===== src/rtl/pmu_sysctl_pkg.sv =====
package pmu_sysctl_pkg;

    localparam logic [7:0] OFS_WDCTL = 8'h00;
    localparam logic [7:0] OFS_IRQID = 8'h01;
    localparam logic [7:0] OFS_BTN   = 8'h02;
    localparam logic [7:0] OFS_OFF   = 8'h03;
    localparam logic [7:0] OFS_PCYC  = 8'h04;
    localparam logic [7:0] OFS_FLAGS = 8'h05;

    localparam int BIT_WD_SRST  = 1;
    localparam int BIT_WD_PCYC  = 0;
    localparam int BIT_BTN_PRS  = 7;
    localparam int BIT_BTN_REL  = 6;
    localparam int BIT_BTN_LIVE = 5;
    localparam int BIT_OFF_FIRE = 4;
    localparam int BIT_OFF_ARM  = 3;
    localparam int BIT_PCYC_GO  = 0;
    localparam int BIT_FLG_PCYC = 1;
    localparam int BIT_FLG_SRST = 0;

    localparam logic [7:0] IRQID_IDLE = 8'hFF;

    typedef enum logic [2:0] {
        SEL_WDCTL,
        SEL_IRQID,
        SEL_BTN,
        SEL_OFF,
        SEL_PCYC,
        SEL_FLAGS,
        SEL_NONE
    } reg_sel_e;

    typedef struct packed {
        logic srst_en;
        logic pcyc_en;
    } wd_cfg_t;

    typedef struct packed {
        logic level;
        logic press;
        logic release_;
    } btn_evt_t;

    typedef struct packed {
        logic pcyc;
        logic srst;
    } rst_flags_t;

    function automatic reg_sel_e decode_ofs(input logic [7:0] ofs);
        case (ofs)
            OFS_WDCTL: return SEL_WDCTL;
            OFS_IRQID: return SEL_IRQID;
            OFS_BTN:   return SEL_BTN;
            OFS_OFF:   return SEL_OFF;
            OFS_PCYC:  return SEL_PCYC;
            OFS_FLAGS: return SEL_FLAGS;
            default:   return SEL_NONE;
        endcase
    endfunction

    function automatic logic [7:0] place_bit(input int pos, input logic val);
        logic [7:0] r;
        r = '0;
        r[pos] = val;
        return r;
    endfunction

endpackage


===== src/rtl/pmu_sysctl_btnsync.sv =====
module pmu_sysctl_btnsync
    import pmu_sysctl_pkg::*;
#(
    parameter int SYNC_STAGES = 2
) (
    input  logic     clk,
    input  logic     rst,
    input  logic     pin_n,
    output btn_evt_t evt
);
    localparam int LAST = SYNC_STAGES - 1;

    logic [SYNC_STAGES-1:0] chain_q;
    logic                   prev_q;

    always_ff @(posedge clk) begin
        if (rst) chain_q[0] <= 1'b1;
        else     chain_q[0] <= pin_n;
    end

    for (genvar g = 1; g < SYNC_STAGES; g++) begin : g_stage
        always_ff @(posedge clk) begin
            if (rst) chain_q[g] <= 1'b1;
            else     chain_q[g] <= chain_q[g-1];
        end
    end

    always_ff @(posedge clk) begin
        if (rst) prev_q <= 1'b1;
        else     prev_q <= chain_q[LAST];
    end

    always_comb begin
        evt.level    = ~chain_q[LAST];
        evt.press    = prev_q & ~chain_q[LAST];
        evt.release_ = ~prev_q & chain_q[LAST];
    end

endmodule


===== src/rtl/pmu_sysctl_pcdelay.sv =====
module pmu_sysctl_pcdelay #(
    parameter int DELAY_TICKS = 8000
) (
    input  logic clk,
    input  logic rst,
    input  logic start,
    input  logic tick,
    output logic pending,
    output logic done
);
    localparam int CNT_W = $clog2(DELAY_TICKS + 1);
    localparam logic [CNT_W-1:0] CNT_LAST = CNT_W'(DELAY_TICKS - 1);

    logic             pend_q;
    logic [CNT_W-1:0] cnt_q;
    logic             at_last;

    assign at_last = (cnt_q == CNT_LAST);
    assign pending = pend_q;
    assign done    = pend_q & tick & at_last;

    always_ff @(posedge clk) begin
        if (rst) begin
            pend_q <= 1'b0;
            cnt_q  <= '0;
        end else if (!pend_q) begin
            if (start) begin
                pend_q <= 1'b1;
                cnt_q  <= '0;
            end
        end else if (tick) begin
            if (at_last) begin
                pend_q <= 1'b0;
                cnt_q  <= '0;
            end else begin
                cnt_q <= cnt_q + 1'b1;
            end
        end
    end

endmodule


===== src/rtl/pmu_sysctl_offguard.sv =====
module pmu_sysctl_offguard (
    input  logic clk,
    input  logic rst,
    input  logic wr,
    input  logic arm_bit,
    input  logic fire_bit,
    output logic armed,
    output logic fire
);
    logic armed_q;
    logic fire_q;
    logic fire_now;

    assign fire_now = wr & fire_bit & armed_q;
    assign armed    = armed_q;
    assign fire     = fire_q;

    always_ff @(posedge clk) begin
        if (rst) begin
            armed_q <= 1'b0;
            fire_q  <= 1'b0;
        end else begin
            fire_q <= fire_now;
            if (wr) armed_q <= arm_bit & ~fire_now;
        end
    end

endmodule


===== src/rtl/pmu_sysctl.sv =====
module pmu_sysctl
    import pmu_sysctl_pkg::*;
#(
    parameter int ADDR_W      = 4,
    parameter int DELAY_TICKS = 8000,
    parameter int SYNC_STAGES = 2
) (
    input  logic              clk,
    input  logic              rst,
    input  logic              bus_wr,
    input  logic              bus_rd,
    input  logic [ADDR_W-1:0] bus_addr,
    input  logic [7:0]        bus_wdata,
    output logic [7:0]        bus_rdata,
    input  logic              tick_us,
    input  logic              wd_expire,
    input  logic              sleep_enter,
    input  logic              btn_n,
    input  logic              irq_src_valid,
    input  logic [7:0]        irq_src_id,
    input  logic              srst_done,
    input  logic              pcyc_done,
    output logic              srst_req,
    output logic              pcyc_req,
    output logic              off_req
);
    reg_sel_e   sel;
    logic       wr_wd, wr_off, wr_pcyc;
    logic       rd_irq, rd_btn, rd_flags;

    wd_cfg_t    wd_q;
    logic [7:0] irq_id_q;
    logic       prs_q, rel_q;
    rst_flags_t flags_q;
    logic       srst_req_q, pcyc_req_q;

    btn_evt_t   bev;
    logic       off_armed, off_fire;
    logic       pc_pending, pc_done;

    assign sel      = decode_ofs(8'(bus_addr));
    assign wr_wd    = bus_wr && (sel == SEL_WDCTL);
    assign wr_off   = bus_wr && (sel == SEL_OFF);
    assign wr_pcyc  = bus_wr && (sel == SEL_PCYC);
    assign rd_irq   = bus_rd && (sel == SEL_IRQID);
    assign rd_btn   = bus_rd && (sel == SEL_BTN);
    assign rd_flags = bus_rd && (sel == SEL_FLAGS);

    pmu_sysctl_btnsync #(.SYNC_STAGES(SYNC_STAGES)) u_btn (
        .clk   (clk),
        .rst   (rst),
        .pin_n (btn_n),
        .evt   (bev)
    );

    pmu_sysctl_offguard u_off (
        .clk      (clk),
        .rst      (rst),
        .wr       (wr_off),
        .arm_bit  (bus_wdata[BIT_OFF_ARM]),
        .fire_bit (bus_wdata[BIT_OFF_FIRE]),
        .armed    (off_armed),
        .fire     (off_fire)
    );

    pmu_sysctl_pcdelay #(.DELAY_TICKS(DELAY_TICKS)) u_pcd (
        .clk     (clk),
        .rst     (rst),
        .start   (wr_pcyc & bus_wdata[BIT_PCYC_GO]),
        .tick    (tick_us),
        .pending (pc_pending),
        .done    (pc_done)
    );

    always_ff @(posedge clk) begin
        if (rst) begin
            wd_q <= '0;
        end else if (sleep_enter) begin
            wd_q <= '0;
        end else if (wr_wd) begin
            wd_q.srst_en <= bus_wdata[BIT_WD_SRST];
            wd_q.pcyc_en <= bus_wdata[BIT_WD_PCYC];
        end
    end

    always_ff @(posedge clk) begin
        if (rst) begin
            srst_req_q <= 1'b0;
            pcyc_req_q <= 1'b0;
        end else begin
            srst_req_q <= wd_expire & wd_q.srst_en;
            pcyc_req_q <= (wd_expire & wd_q.pcyc_en) | pc_done;
        end
    end

    always_ff @(posedge clk) begin
        if (rst)                irq_id_q <= IRQID_IDLE;
        else if (irq_src_valid) irq_id_q <= irq_src_id;
        else if (rd_irq)        irq_id_q <= IRQID_IDLE;
    end

    always_ff @(posedge clk) begin
        if (rst) begin
            prs_q <= 1'b0;
            rel_q <= 1'b0;
        end else begin
            prs_q <= bev.press    | (prs_q & ~rd_btn);
            rel_q <= bev.release_ | (rel_q & ~rd_btn);
        end
    end

    always_ff @(posedge clk) begin
        if (rst) begin
            flags_q <= '0;
        end else begin
            flags_q.pcyc <= pcyc_done | (flags_q.pcyc & ~rd_flags);
            flags_q.srst <= srst_done | (flags_q.srst & ~rd_flags);
        end
    end

    always_comb begin
        bus_rdata = '0;
        if (bus_rd) begin
            case (sel)
                SEL_WDCTL: bus_rdata = place_bit(BIT_WD_SRST, wd_q.srst_en)
                                     | place_bit(BIT_WD_PCYC, wd_q.pcyc_en);
                SEL_IRQID: bus_rdata = irq_id_q;
                SEL_BTN:   bus_rdata = place_bit(BIT_BTN_PRS, prs_q)
                                     | place_bit(BIT_BTN_REL, rel_q)
                                     | place_bit(BIT_BTN_LIVE, bev.level);
                SEL_OFF:   bus_rdata = place_bit(BIT_OFF_ARM, off_armed);
                SEL_PCYC:  bus_rdata = place_bit(BIT_PCYC_GO, pc_pending);
                SEL_FLAGS: bus_rdata = place_bit(BIT_FLG_PCYC, flags_q.pcyc)
                                     | place_bit(BIT_FLG_SRST, flags_q.srst);
                default:   bus_rdata = '0;
            endcase
        end
    end

    assign srst_req = srst_req_q;
    assign pcyc_req = pcyc_req_q;
    assign off_req  = off_fire;

endmodule


===== config.mk =====
export PLATFORM = sky130hd
export DESIGN_NAME = pmu_sysctl
export DESIGN_NICKNAME = d
export VERILOG_FILES = /design/src/rtl/pmu_sysctl_pkg.sv /design/src/rtl/pmu_sysctl_btnsync.sv /design/src/rtl/pmu_sysctl_pcdelay.sv /design/src/rtl/pmu_sysctl_offguard.sv /design/src/rtl/pmu_sysctl.sv
export SDC_FILE = /design/constraint.sdc
export NUM_CORES = 1
export LEC_CHECK = 0
export BUFFER_PORTS_ARGS = -buffer_cell sky130_fd_sc_hd__buf_2
export CAP_MARGIN = 25
export CORE_ASPECT_RATIO = 0.75
export CORE_MARGIN = 10
export CORE_UTILIZATION = 55
export CTS_BUF_LIST = sky130_fd_sc_hd__clkbuf_8
export DETAILED_ROUTE_END_ITERATION = 7
export PLACE_DENSITY = 0.89
export SYNTH_ARGS = -nofsm -noshare
export SYNTH_HDL_FRONTEND = slang
export SYNTH_HIERARCHICAL = 1
export SYNTH_SLANG_ARGS = --single-unit

===== constraint.sdc =====
create_clock -name clk -period 2.3 [get_ports clk]
set_input_delay 0.46 -clock clk [delete_from_list [all_inputs] [get_ports clk]]
set_output_delay 0.46 -clock clk [all_outputs]
set_load 0.05 [all_outputs]

==> results.env, run 1 <==
REMAINING_DESIGN_RULE_VIOLATION_COUNT=0
AVGVIACOUNTPERCELL=5.98
WARNINGS_SYNTHESIS=6
SYNTHCELLS=200
MIN-DELAY-START='btn_n'
START_UTIL=0.585
TIMING.CRITICAL_PATH.REQUIRED_PS=1840
CTS_SINKS=35
POWER.DENSITY_nW_PER_UM2=510
ANTENNA_LEFT=0
TRITONCTS='done'
NUMBER_OF_DETAILED_ROUTING_ITERATIONS_RUN_BEFORE_ANTENNA_REPAIR=4
MAXIMUM_NUMBER_OF_PINS_ON_ONE_NET_BEFORE_GLOBAL_ROUTE_REPAIR=28
PATH_CLASS='primary input to output port'
GROUTE.USAGE.OVERALL=0.176
DETAILED_PLACE_HPWL_UM=3370
VDD.IR_DROP.WORST_uV=419
FIN_WORST_HOLD_SLACK_PS=348
ROUTE.VIAS.TOTAL=1800
CTS.ROOT.BUFFER_CELL='clkbuf_8'
CP_DATA_ARRIVAL_TIME_PS=2050
ANTENNA_CELLS=0
H-TREE-DEPTH=2
LAYOUT-DRIVE-GT1-SHARE=0.365
AREA_DELTA_SYNTH_FINAL_PCT=36.5
CAP_VIOL_MAX_COUNT=0
WORST_SLACK_AFTER_DETAILED_PLACEMENT_PS=-261
POST-ROUTE-MIN-PERIOD_PS=2510
MAX_SLEW_MARGIN_VS_LIMIT=0.410
PERIOD_SHARE=1.09
PLACEMENT.IO_BUFFERS=37
TIMING.CLOCK.SKEW_PS=6.77
BEGINNING_OF_THE_CRITICAL_PATH='bus_addr[1]'
WORST_MIN_PATH_CLASS='primary input to flip-flop'
CLOCK_PATH_BUFFERS=2
WORST_SLEW_PIN_SLEW_PS=882
SYNTHDISTINCTLIBCELLS=50
FINAL_CELLS=301
LEAKAGE_uW=0.000919
SYNTH-SEQ-AREA-SHARE=0.399
TIMING.CRITICAL_PATH.FROM_TYPE='primary input'
DIE_W_UM=85.2
CTS_MADE_BUFFERS=5
SYNTHESIS.NETS=233
OVERFLOW=0
RSZ0062_AT_GRT='yes'
SYNTH_EDF_COUNT=0
FIN_WS_PS=-205
STATUS='finished with violations'
FINAL_NETS=295
NUMBER_OF_ANTENNA_VIOLATIONS_AT_THE_FIRST_CHECK_IN_GLOBAL_ROUTING=0
SYN-CELL-AREA_UM2=1760
WORSTPATHMAXFANOUT=4
ROWS=17
GRT_FIRST_PASS_WIRELENGTH_UM=8250
TIMING_MAX_TRANSITION_VIOLATIONS_FINAL=0
WORST_SETUP_HOLD_PATH_CLK_SLEW_PS=70
FINAL_CELL_AREA_UM2=2400
CLK-INSERTION-DELAY-LATE_PS=290
FLOORPLAN.CORE_AREA_UM2=3000
VIOLATIONS='negative setup slack'
WIRELENGTH_UM=5650
AVGSYNTHCELLAREA_UM2=8.78
IOS=42
TOP_ACHIEVABLE_CLOCK_SPEED_MHz=399
YS.FLOP_TYPE='dfxtp_1'
DPL_CELL_AREA_UM2=2090
FIRST_GLOBAL_VIAS=1711
ENDPOINT_KIND='output port'
TIMING.RR.START='u_pcd/cnt_q[0]'
DIE_HEIGHT_UM=68.9
ROUTE.DETAILED.WL_PER_INST_UM=18.8
GP_CONGESTION=0.884
PLACE_INST=279
DRT_ITER0_MARKERS=177
DIE_AREA_UM2=5870
SETUP_VIOL=7
ASYNCSETRESETFLOPFRACSYNTH=0
FINAL-HOLD-VIOLATION-COUNT=0
POSTSYNTHREGISTERBITS=35
-- timing repair --
action | CTS | global route
hold buffers | 0 | 0
setup buffers | 11 | 4
gates cloned | 0 | 0
gates resized for setup | 17 | 10
pin swaps | 8 | 10
setup endpoints to repair | 6 | 7
-- critical path, cell delays in order --
cell and delay [ps]:
buf_6 100, or3b_4 400, ha_4 190, nor4b_4 290
buf_4 180, a22oi_2 100, a21oi_4 150, buf_6 170
-- flip-flops by register name (all words and copies together), names as in the netlist --
| name | cells |
|---|---|
| irq_id_q | 8 |
| prs_q | 1 |
| u_pcd/cnt_q | 13 |
| srst_req | 1 |
| u_btn/prev_q | 1 |
| u_off/armed | 1 |
| pcyc_req | 1 |
| u_off/fire | 1 |
| u_pcd/pending | 1 |
| wd_q | 2 |
| flags_q | 2 |
| rel_q | 1 |
| u_btn/chain_q | 2 |
-- cell type report --
type	count	area [um^2]
Inverter	8	30.0
Clock inverter	3	12.5
Sequential cell	35	701
Timing Repair Buffer	61	433
Tap cell	38	47.5
Multi-Input combinational cell	151	1100
Clock buffer	5	68.8
Fill cell	176	603
-- power by group --
part	leakage [uW]	switching (uW)	internal, uW
combinational	0.000584	88.9	75.1
sequential	0.000285	11.3	621
clock	0.0000505	223	204
total	0.000919	323	900
-- synthesized netlist by cell type (5+ instances only) --
cell type | count | share of area
dfxtp_1 | 35 | 0.40
nor2_1 | 16 | 0.034
nand2_1 | 15 | 0.032
nand2b_1 | 11 | 0.039
nand3_1 | 10 | 0.029
a31oi_1 | 9 | 0.032
o22ai_1 | 9 | 0.032
inv_1 | 7 | 0.015
a21oi_1 | 6 | 0.017
nor3_1 | 6 | 0.017
a22oi_1 | 5 | 0.021
mux2i_1 | 5 | 0.029
nand4_1 | 5 | 0.018
-- metrics by stage --
stage                     TNS (ps)   util  power, uW
after floorplan              -23.6      -        714
after global placement        -895  0.698        775
after detailed placement     -1010  0.698        780
after CTS                     -337  0.776       1210
after global routing          -880  0.799       1260
final                         -592  0.799       1220
-- routing by layer --
layer	up-vias	part of all wire	GRT usage
met3	17	0.071	0.0504
met5	-	0	0
met4	0	0.031	0.0820
li1	868	-	-
met1	842	0.41	0.199
met2	73	0.49	0.306
-- cells by family (layout without fill, tap and decap cells) --
family / after synthesis / count (layout) / synth area share
DFF: 35 / 35 / 0.399
and+or+nand+nor: 96 / 96 / 0.328
AOI/OAI and AO/OA: 43 / 43 / 0.167
buffers and inverters: 14 / 77 / 0.0349
adders and majority gates: 2 / 2 / 0.0143
xor gates and xnor gates: 3 / 3 / 0.0150
muxes: 7 / 7 / 0.0413
-- final timing paths --
path | slack [ps] | endpoint | depth (start not counted)
worst max-delay path | -210 | bus_rdata[0] | 8
worst min-delay path | 350 | u_btn/chain_q[0] | 2
worst max register to register | 240 | u_pcd/cnt_q[3] | 5
worst min register to register | 410 | u_btn/chain_q[1] | 1
-- placed cells by master, fill, tap and decap left out, drive strengths merged, types with 2 or more instances in the layout --
| cell | synthesis | layout |
|---|---|---|
| a32oi | 2 | 2 |
| nor4b | 2 | 2 |
| a22oi | 5 | 5 |
| o21ai | 4 | 4 |
| nor2 | 17 | 17 |
| ha | 2 | 2 |
| nor3b | 3 | 3 |
| nor2b | 4 | 4 |
| nand3 | 11 | 11 |
| mux2i | 5 | 5 |
| or3b | 2 | 2 |
| buf | 2 | 61 |
| dfxtp | 35 | 35 |
| nand4 | 5 | 5 |
| and4 | 2 | 2 |
| or2 | 3 | 3 |
| inv | 8 | 10 |
| clkbuf | 4 | 5 |
| o22ai | 9 | 9 |
| and3 | 4 | 4 |
| a311oi | 4 | 4 |
| nor3 | 7 | 7 |
| nand2 | 15 | 15 |
| xnor2 | 2 | 2 |
| a21oi | 7 | 7 |
| a31oi | 9 | 9 |
| mux2 | 2 | 2 |
| nand3b | 4 | 4 |
| nand2b | 11 | 11 |
Power figures use the tool's default switching activity.
==> run 2: changes to the inputs <==
==> constraint.sdc (replaced) <==
create_clock -name clk -period 2.3 [get_ports clk]
set_input_delay 0.23 -clock clk [delete_from_list [all_inputs] [get_ports clk]]
set_output_delay 0.23 -clock clk [all_outputs]
set_load 0.05 [all_outputs]
==> results.env, run 2 (synthesis results as in run 1) <==
CAP_VIOL_MAX_COUNT=0
DIE_HEIGHT_UM=68.9
ANTENNA_LEFT=0
NUMBER_OF_ANTENNA_VIOLATIONS_AT_THE_FIRST_CHECK_IN_GLOBAL_ROUTING=0
MAX_SLEW_MARGIN_VS_LIMIT=0.693
SWSHARE=0.258
GRT_FIRST_PASS_WIRELENGTH_UM=7370
COMMONEST_NON_FILL_NON_TAP_CELLS_IN_THE_LAYOUT='buf_2 (37), dfxtp_1 (35), nor2_1 (16)'
TRITONCTS='done'
FLOORPLAN.CORE_AREA_UM2=3000
POWER.NET_SWITCHING_uW=307
WORST_SLACK_AFTER_DETAILED_PLACEMENT_PS=89.8
PERIOD_SHARE=0.949
CTS.ROOT.BUFFER_CELL='clkbuf_8'
PLACEMENT.IO_BUFFERS=37
CLOCK_PATH_BUFFERS=2
TIMING_MAX_TRANSITION_VIOLATIONS_FINAL=0
IOS=42
LAYOUT-DRIVE-GT1-SHARE=0.253
POST-ROUTE-MIN-PERIOD_PS=2180
FINAL_NETS=273
DETAILED_PLACE_HPWL_UM=3220
CP_DATA_ARRIVAL_TIME_PS=1950
REMAINING_DESIGN_RULE_VIOLATION_COUNT=0
GP_CONGESTION=0.858
LEAKAGE_uW=0.000771
WORST_SETUP_HOLD_PATH_CLK_SLEW_PS=70
H-TREE-DEPTH=2
START_UTIL=0.585
CLK-INSERTION-DELAY-LATE_PS=290
FIRST_GLOBAL_VIAS=1566
FINAL-HOLD-VIOLATION-COUNT=0
POWER.INTERNAL_uW=881
LARGEST_REGISTERS='u_pcd/cnt_q x13, irq_id_q x8'
ROUTE.VIAS.TOTAL=1656
COMB_POWER_SHARE=0.098
AREA_DELTA_SYNTH_FINAL_PCT=17.9
CTS_SINKS=35
SEQ_POWER_SHARE=0.531
FINAL_CELLS=279
ENDPOINT_KIND='output port'
WORST_SLEW_PIN_SLEW_PS=458
LARGEST_REG_FLOPS=13
DIE_W_UM=85.2
PLACE_INST=271
STATUS='finished, final reports clean'
DIE_AREA_UM2=5870
TIMING.CLOCK.SKEW_PS=5.62
MAXIMUM_NUMBER_OF_PINS_ON_ONE_NET_BEFORE_GLOBAL_ROUTE_REPAIR=29
GROUTE.USAGE.OVERALL=0.155
OVERFLOW=0
RSZ0062_AT_GRT='no'
ROWS=17
PATH_CLASS='primary input to output port'
POWER.DENSITY_nW_PER_UM2=574
P_CLK_FRAC=0.372
WORSTPATHMAXFANOUT=6
POST-CTS-SETUP-BUFFER-COUNT=0
ANTENNA_CELLS=0
VDD.IR_DROP.WORST_uV=460
AVGVIACOUNTPERCELL=5.94
DRT_ITER0_MARKERS=155
FIN_SETUP_TNS_PS=0
FINAL_COMMON_CELL='buf_2'
FIN_WS_PS=117
TIMING.CRITICAL_PATH.FROM_TYPE='primary input'
TOP_REGISTER='u_pcd/cnt_q'
SETUP_VIOL=0
WIRELENGTH_UM=4320
ROUTE.DETAILED.WL_PER_INST_UM=15.5
CTS_MADE_BUFFERS=5
NUMBER_OF_DETAILED_ROUTING_ITERATIONS_RUN_BEFORE_ANTENNA_REPAIR=4
WORST_MIN_PATH_CLASS='primary input to flip-flop'
TIMING.CRITICAL_PATH.REQUIRED_PS=2070
TOP_ACHIEVABLE_CLOCK_SPEED_MHz=458
==> run 2: metrics by stage <==
step | hold WS [ps] | total power [uW] | util | instance area (um^2)
floorplan | 299 | 705 | - | 1760
global placement | 389 | 754 | 0.657 | 1970
detailed placement | 395 | 757 | 0.657 | 1970
CTS | 107 | 1190 | 0.687 | 2060
global route | 113 | 1230 | 0.690 | 2070
finish | 108 | 1190 | 0.690 | 2070
==> run 2: final timing paths <==
kind / cells after the start / to / slack (ps) / start
setup reg to reg: 5 / u_pcd/cnt_q[2] / 240 / u_pcd/cnt_q[0]
hold / removal: 2 / wd_q[0] / 110 / sleep_enter
setup / recovery: 8 / bus_rdata[7] / 120 / bus_addr[2]
hold reg to reg: 1 / u_btn/chain_q[1] / 410 / u_btn/chain_q[0]
==> run 2: power by group through the flow <==
| stage | clock, uW | combinational [uW] | sequential, uW |
|---|---|---|---|
| floorplan | 0 | 63.9 | 641 |
| global placement | 0 | 111 | 643 |
| detailed placement | 0 | 113 | 644 |
| CTS | 449 | 114 | 630 |
| global route | 472 | 130 | 632 |
| finish | 442 | 116 | 630 |
==> run 2: critical path, stage by stage <==
cell	delay (ps)
buf_2	180
or3b_1	360
ha_1	270
nor2b_1	330
nor2_4	80
a22oi_1	210
nor2_1	60
buf_2	230
==> run 2: final cells by class <==
class                           count  area [um^2]
Sequential cell                    35          701
Clock buffer                        5         68.8
Multi-Input combinational cell    151         1000
Clock inverter                      3         20.0
Inverter                            8         30.0
Tap cell                           38         47.5
Fill cell                         251          930
Timing Repair Buffer               39          200
==> run 2: what timing repair did <==
item,in CTS,in global routing
resized for setup,0,1
endpoints found under the setup margin,0,1
hold buffers,0,0
==> run 2: routing by layer <==
| layer | vias to the layer above | wire length (um) | GRT usage |
|---|---|---|---|
| li1 | 826 | - | - |
| met1 | 758 | 1880 | 0.191 |
| met2 | 64 | 1920 | 0.242 |
| met3 | 8 | 439 | 0.0550 |
| met4 | 0 | 79 | 0.0697 |
| met5 | - | 0 | 0 |
==> run 3: changes to the inputs <==
--- a/config.mk
+++ b/config.mk
@@ -9,10 +9,10 @@
 export CAP_MARGIN = 25
 export CORE_ASPECT_RATIO = 0.75
 export CORE_MARGIN = 10
-export CORE_UTILIZATION = 55
+export CORE_UTILIZATION = 36
 export CTS_BUF_LIST = sky130_fd_sc_hd__clkbuf_8
 export DETAILED_ROUTE_END_ITERATION = 7
-export PLACE_DENSITY = 0.89
+export PLACE_DENSITY = 0.64
 export SYNTH_ARGS = -nofsm -noshare
 export SYNTH_HDL_FRONTEND = slang
 export SYNTH_HIERARCHICAL = 1
==> results.env, run 3 (synthesis results as in run 1) <==
POST_CTS_RESIZED=0
CRITICAL_PATH.MOST_COMMON_CELL='buf_2'
POWER.DENSITY_nW_PER_UM2=609
CRITICAL_PATH.SLOWEST_CELL='or3b_1'
CTS_SINKS=35
FIN_SETUP_TNS_PS=0
POST-ROUTE-MIN-PERIOD_PS=2150
DRT_ITER0_MARKERS=82
FIRST_GLOBAL_VIAS=1525
P_CLK_FRAC=0.425
MIN-DELAY-START='sleep_enter'
GROUTE.USAGE.OVERALL=0.116
CRITICAL_PATH_BUF_INV_COUNT=2
FINAL-HOLD-VIOLATION-COUNT=0
SWSHARE=0.238
SETUP_VIOL=0
ROWS=21
RSZ0062_AT_GRT='no'
OVERFLOW=0
LEAKAGE_uW=0.000812
CRITPATHMAXSTAGEDELAY_PS=380
H-TREE-DEPTH=2
TIMING.CRITICAL_PATH.CELLS='buf_2, or3b_1, ha_1, nor4b_4, a22oi_1, a21oi_2, buf_2'
FLOORPLAN.CORE_AREA_UM2=4600
COMB_POWER_SHARE=0.094
DIE_HEIGHT_UM=80.5
WORST_SLEW_PIN_SLEW_PS=497
CLK-INSERTION-DELAY-LATE_PS=290
VDD.IR_DROP.WORST_uV=336
IOS=42
TIMING.RR.END='u_pcd/cnt_q[5]'
MIN_TO='wd_q[1]'
ROUTE.DETAILED.WL_PER_INST_UM=14.5
LARGEST_REG_FLOPS=13
PLACEMENT.IO_BUFFERS=37
TRITONCTS='done'
AVGVIACOUNTPERCELL=5.36
PERIOD_SHARE=0.933
DPL_CELL_AREA_UM2=2030
TOP_ACHIEVABLE_CLOCK_SPEED_MHz=466
NUMBER_OF_ANTENNA_VIOLATIONS_AT_THE_FIRST_CHECK_IN_GLOBAL_ROUTING=0
DIE_W_UM=101
HOLD_BUFFERS=0
CRIT_FAMILY='simple AND/OR/NAND/NOR gates'
POWER.NET_SWITCHING_uW=312
NUMBER_OF_DETAILED_ROUTING_ITERATIONS_RUN_BEFORE_ANTENNA_REPAIR=4
TIMING.CRITICAL_PATH.FROM_TYPE='primary input'
LARGEST_REGISTERS='u_pcd/cnt_q x13, irq_id_q x8'
COMMONEST_NON_FILL_NON_TAP_CELLS_IN_THE_LAYOUT='buf_2 (37), dfxtp_1 (35), nor2_1 (16)'
ROUTE.VIAS.TOTAL=1624
ANTENNA_CELLS=0
ENDPOINT_KIND='output port'
DIE_AREA_UM2=8100
SETUP.REG_TO_REG.WORST_SLACK_PS=260
TOP_REGISTER='u_pcd/cnt_q'
MAXIMUM_NUMBER_OF_PINS_ON_ONE_NET_BEFORE_GLOBAL_ROUTE_REPAIR=24
REMAINING_DESIGN_RULE_VIOLATION_COUNT=0
CP_DATA_ARRIVAL_TIME_PS=1920
AREA_DELTA_SYNTH_FINAL_PCT=22.7
FINAL_CORE_UTIL=0.469
WORST_SETUP_HOLD_PATH_CLK_SLEW_PS=70
POWER.INTERNAL_uW=1000
CAP_VIOL_MAX_COUNT=0
GP_CONGESTION=0.805
FINAL_NETS=278
PATH_CLASS='primary input to output port'
STATUS='finished, final reports clean'
TIMING.CLOCK.SKEW_PS=2.50
SEQ_POWER_SHARE=0.480
START_UTIL=0.382
DETAILED_PLACE_HPWL_UM=3440
FINAL_CELL_AREA_UM2=2150
FINAL_COMMON_CELL='buf_2'
R2R.WORST_PATH.CELLS=5
LAYOUT-DRIVE-GT1-SHARE=0.268
CTS_MADE_BUFFERS=5
CTS.ROOT.BUFFER_CELL='clkbuf_8'
WORST_MIN_PATH_CLASS='primary input to flip-flop'
TIMING.RR.START='u_pcd/cnt_q[0]'
CLOCK_PATH_BUFFERS=2
ANTENNA_LEFT=0
GRT_FIRST_PASS_WIRELENGTH_UM=7450
WORSTPATHMAXFANOUT=5
MAX_SLEW_MARGIN_VS_LIMIT=0.668
HOLD-PATH-CELL-COUNT=2
TIMING.CRITICAL_PATH.REQUIRED_PS=2070
POST-CTS-SETUP-BUFFER-COUNT=0
TIMING_MAX_TRANSITION_VIOLATIONS_FINAL=0
WIRELENGTH_UM=4410
[run 3: metal layers]
metal / part of all wire / GRT usage
met1: 0.52 / 0.154
met3: 0.064 / 0.0453
met5: 0 / 0
met2: 0.40 / 0.159
met4: 0.012 / 0.0549
[run 3: worst register-to-register path, delay by kind of cell (launching register included)]
family                   cells  cell delay (ps)
adder cells (fa/ha/maj)      1              240
AO/OA/AOI/OAI                2              350
AND/OR/NAND/NOR              2              930
flip-flops                   1              410
[run 3: metrics by stage]
step	cells	total power (uW)	hold slack, ps	setup slack [ps]
5_1_grt	303	1370	107	9.49
4_1_cts	303	1330	107	62.2
3_5_place_dp	295	767	397	61.3
6_report	303	1310	115	154
2_1_floorplan	200	705	299	78.9
3_3_place_gp	295	765	386	84.8
[run 3: final cells by class]
cell class	count	area, um^2
timing repair buffer	44	238
fill	451	2440
clock buffer	5	68.8
sequential	35	701
multi-input combinational	151	1000
clock inverter	3	43.8
inverter	8	30.0
tap	57	71.3
[run 3: worst max-delay path by stage]
stage | startpoint | end | slack (ps) | cells after the start
finish | bus_addr[1] | bus_rdata[0] | 150 | 7
global route | bus_addr[1] | bus_rdata[0] | 9 | 8
CTS | bus_addr[1] | bus_rdata[0] | 60 | 7
detailed placement | bus_addr[1] | bus_rdata[0] | 60 | 7
global placement | bus_addr[1] | bus_rdata[0] | 80 | 7
floorplan | bus_addr[1] | bus_rdata[1] | 80 | 5
[run 3: power groups by stage]
stage	logic, uW	registers, uW	clock network, uW
final	124	630	558
after global routing	139	632	598
after CTS	123	630	574
after detailed placement	122	644	0
after global placement	121	644	0
after floorplan	63.9	641	0
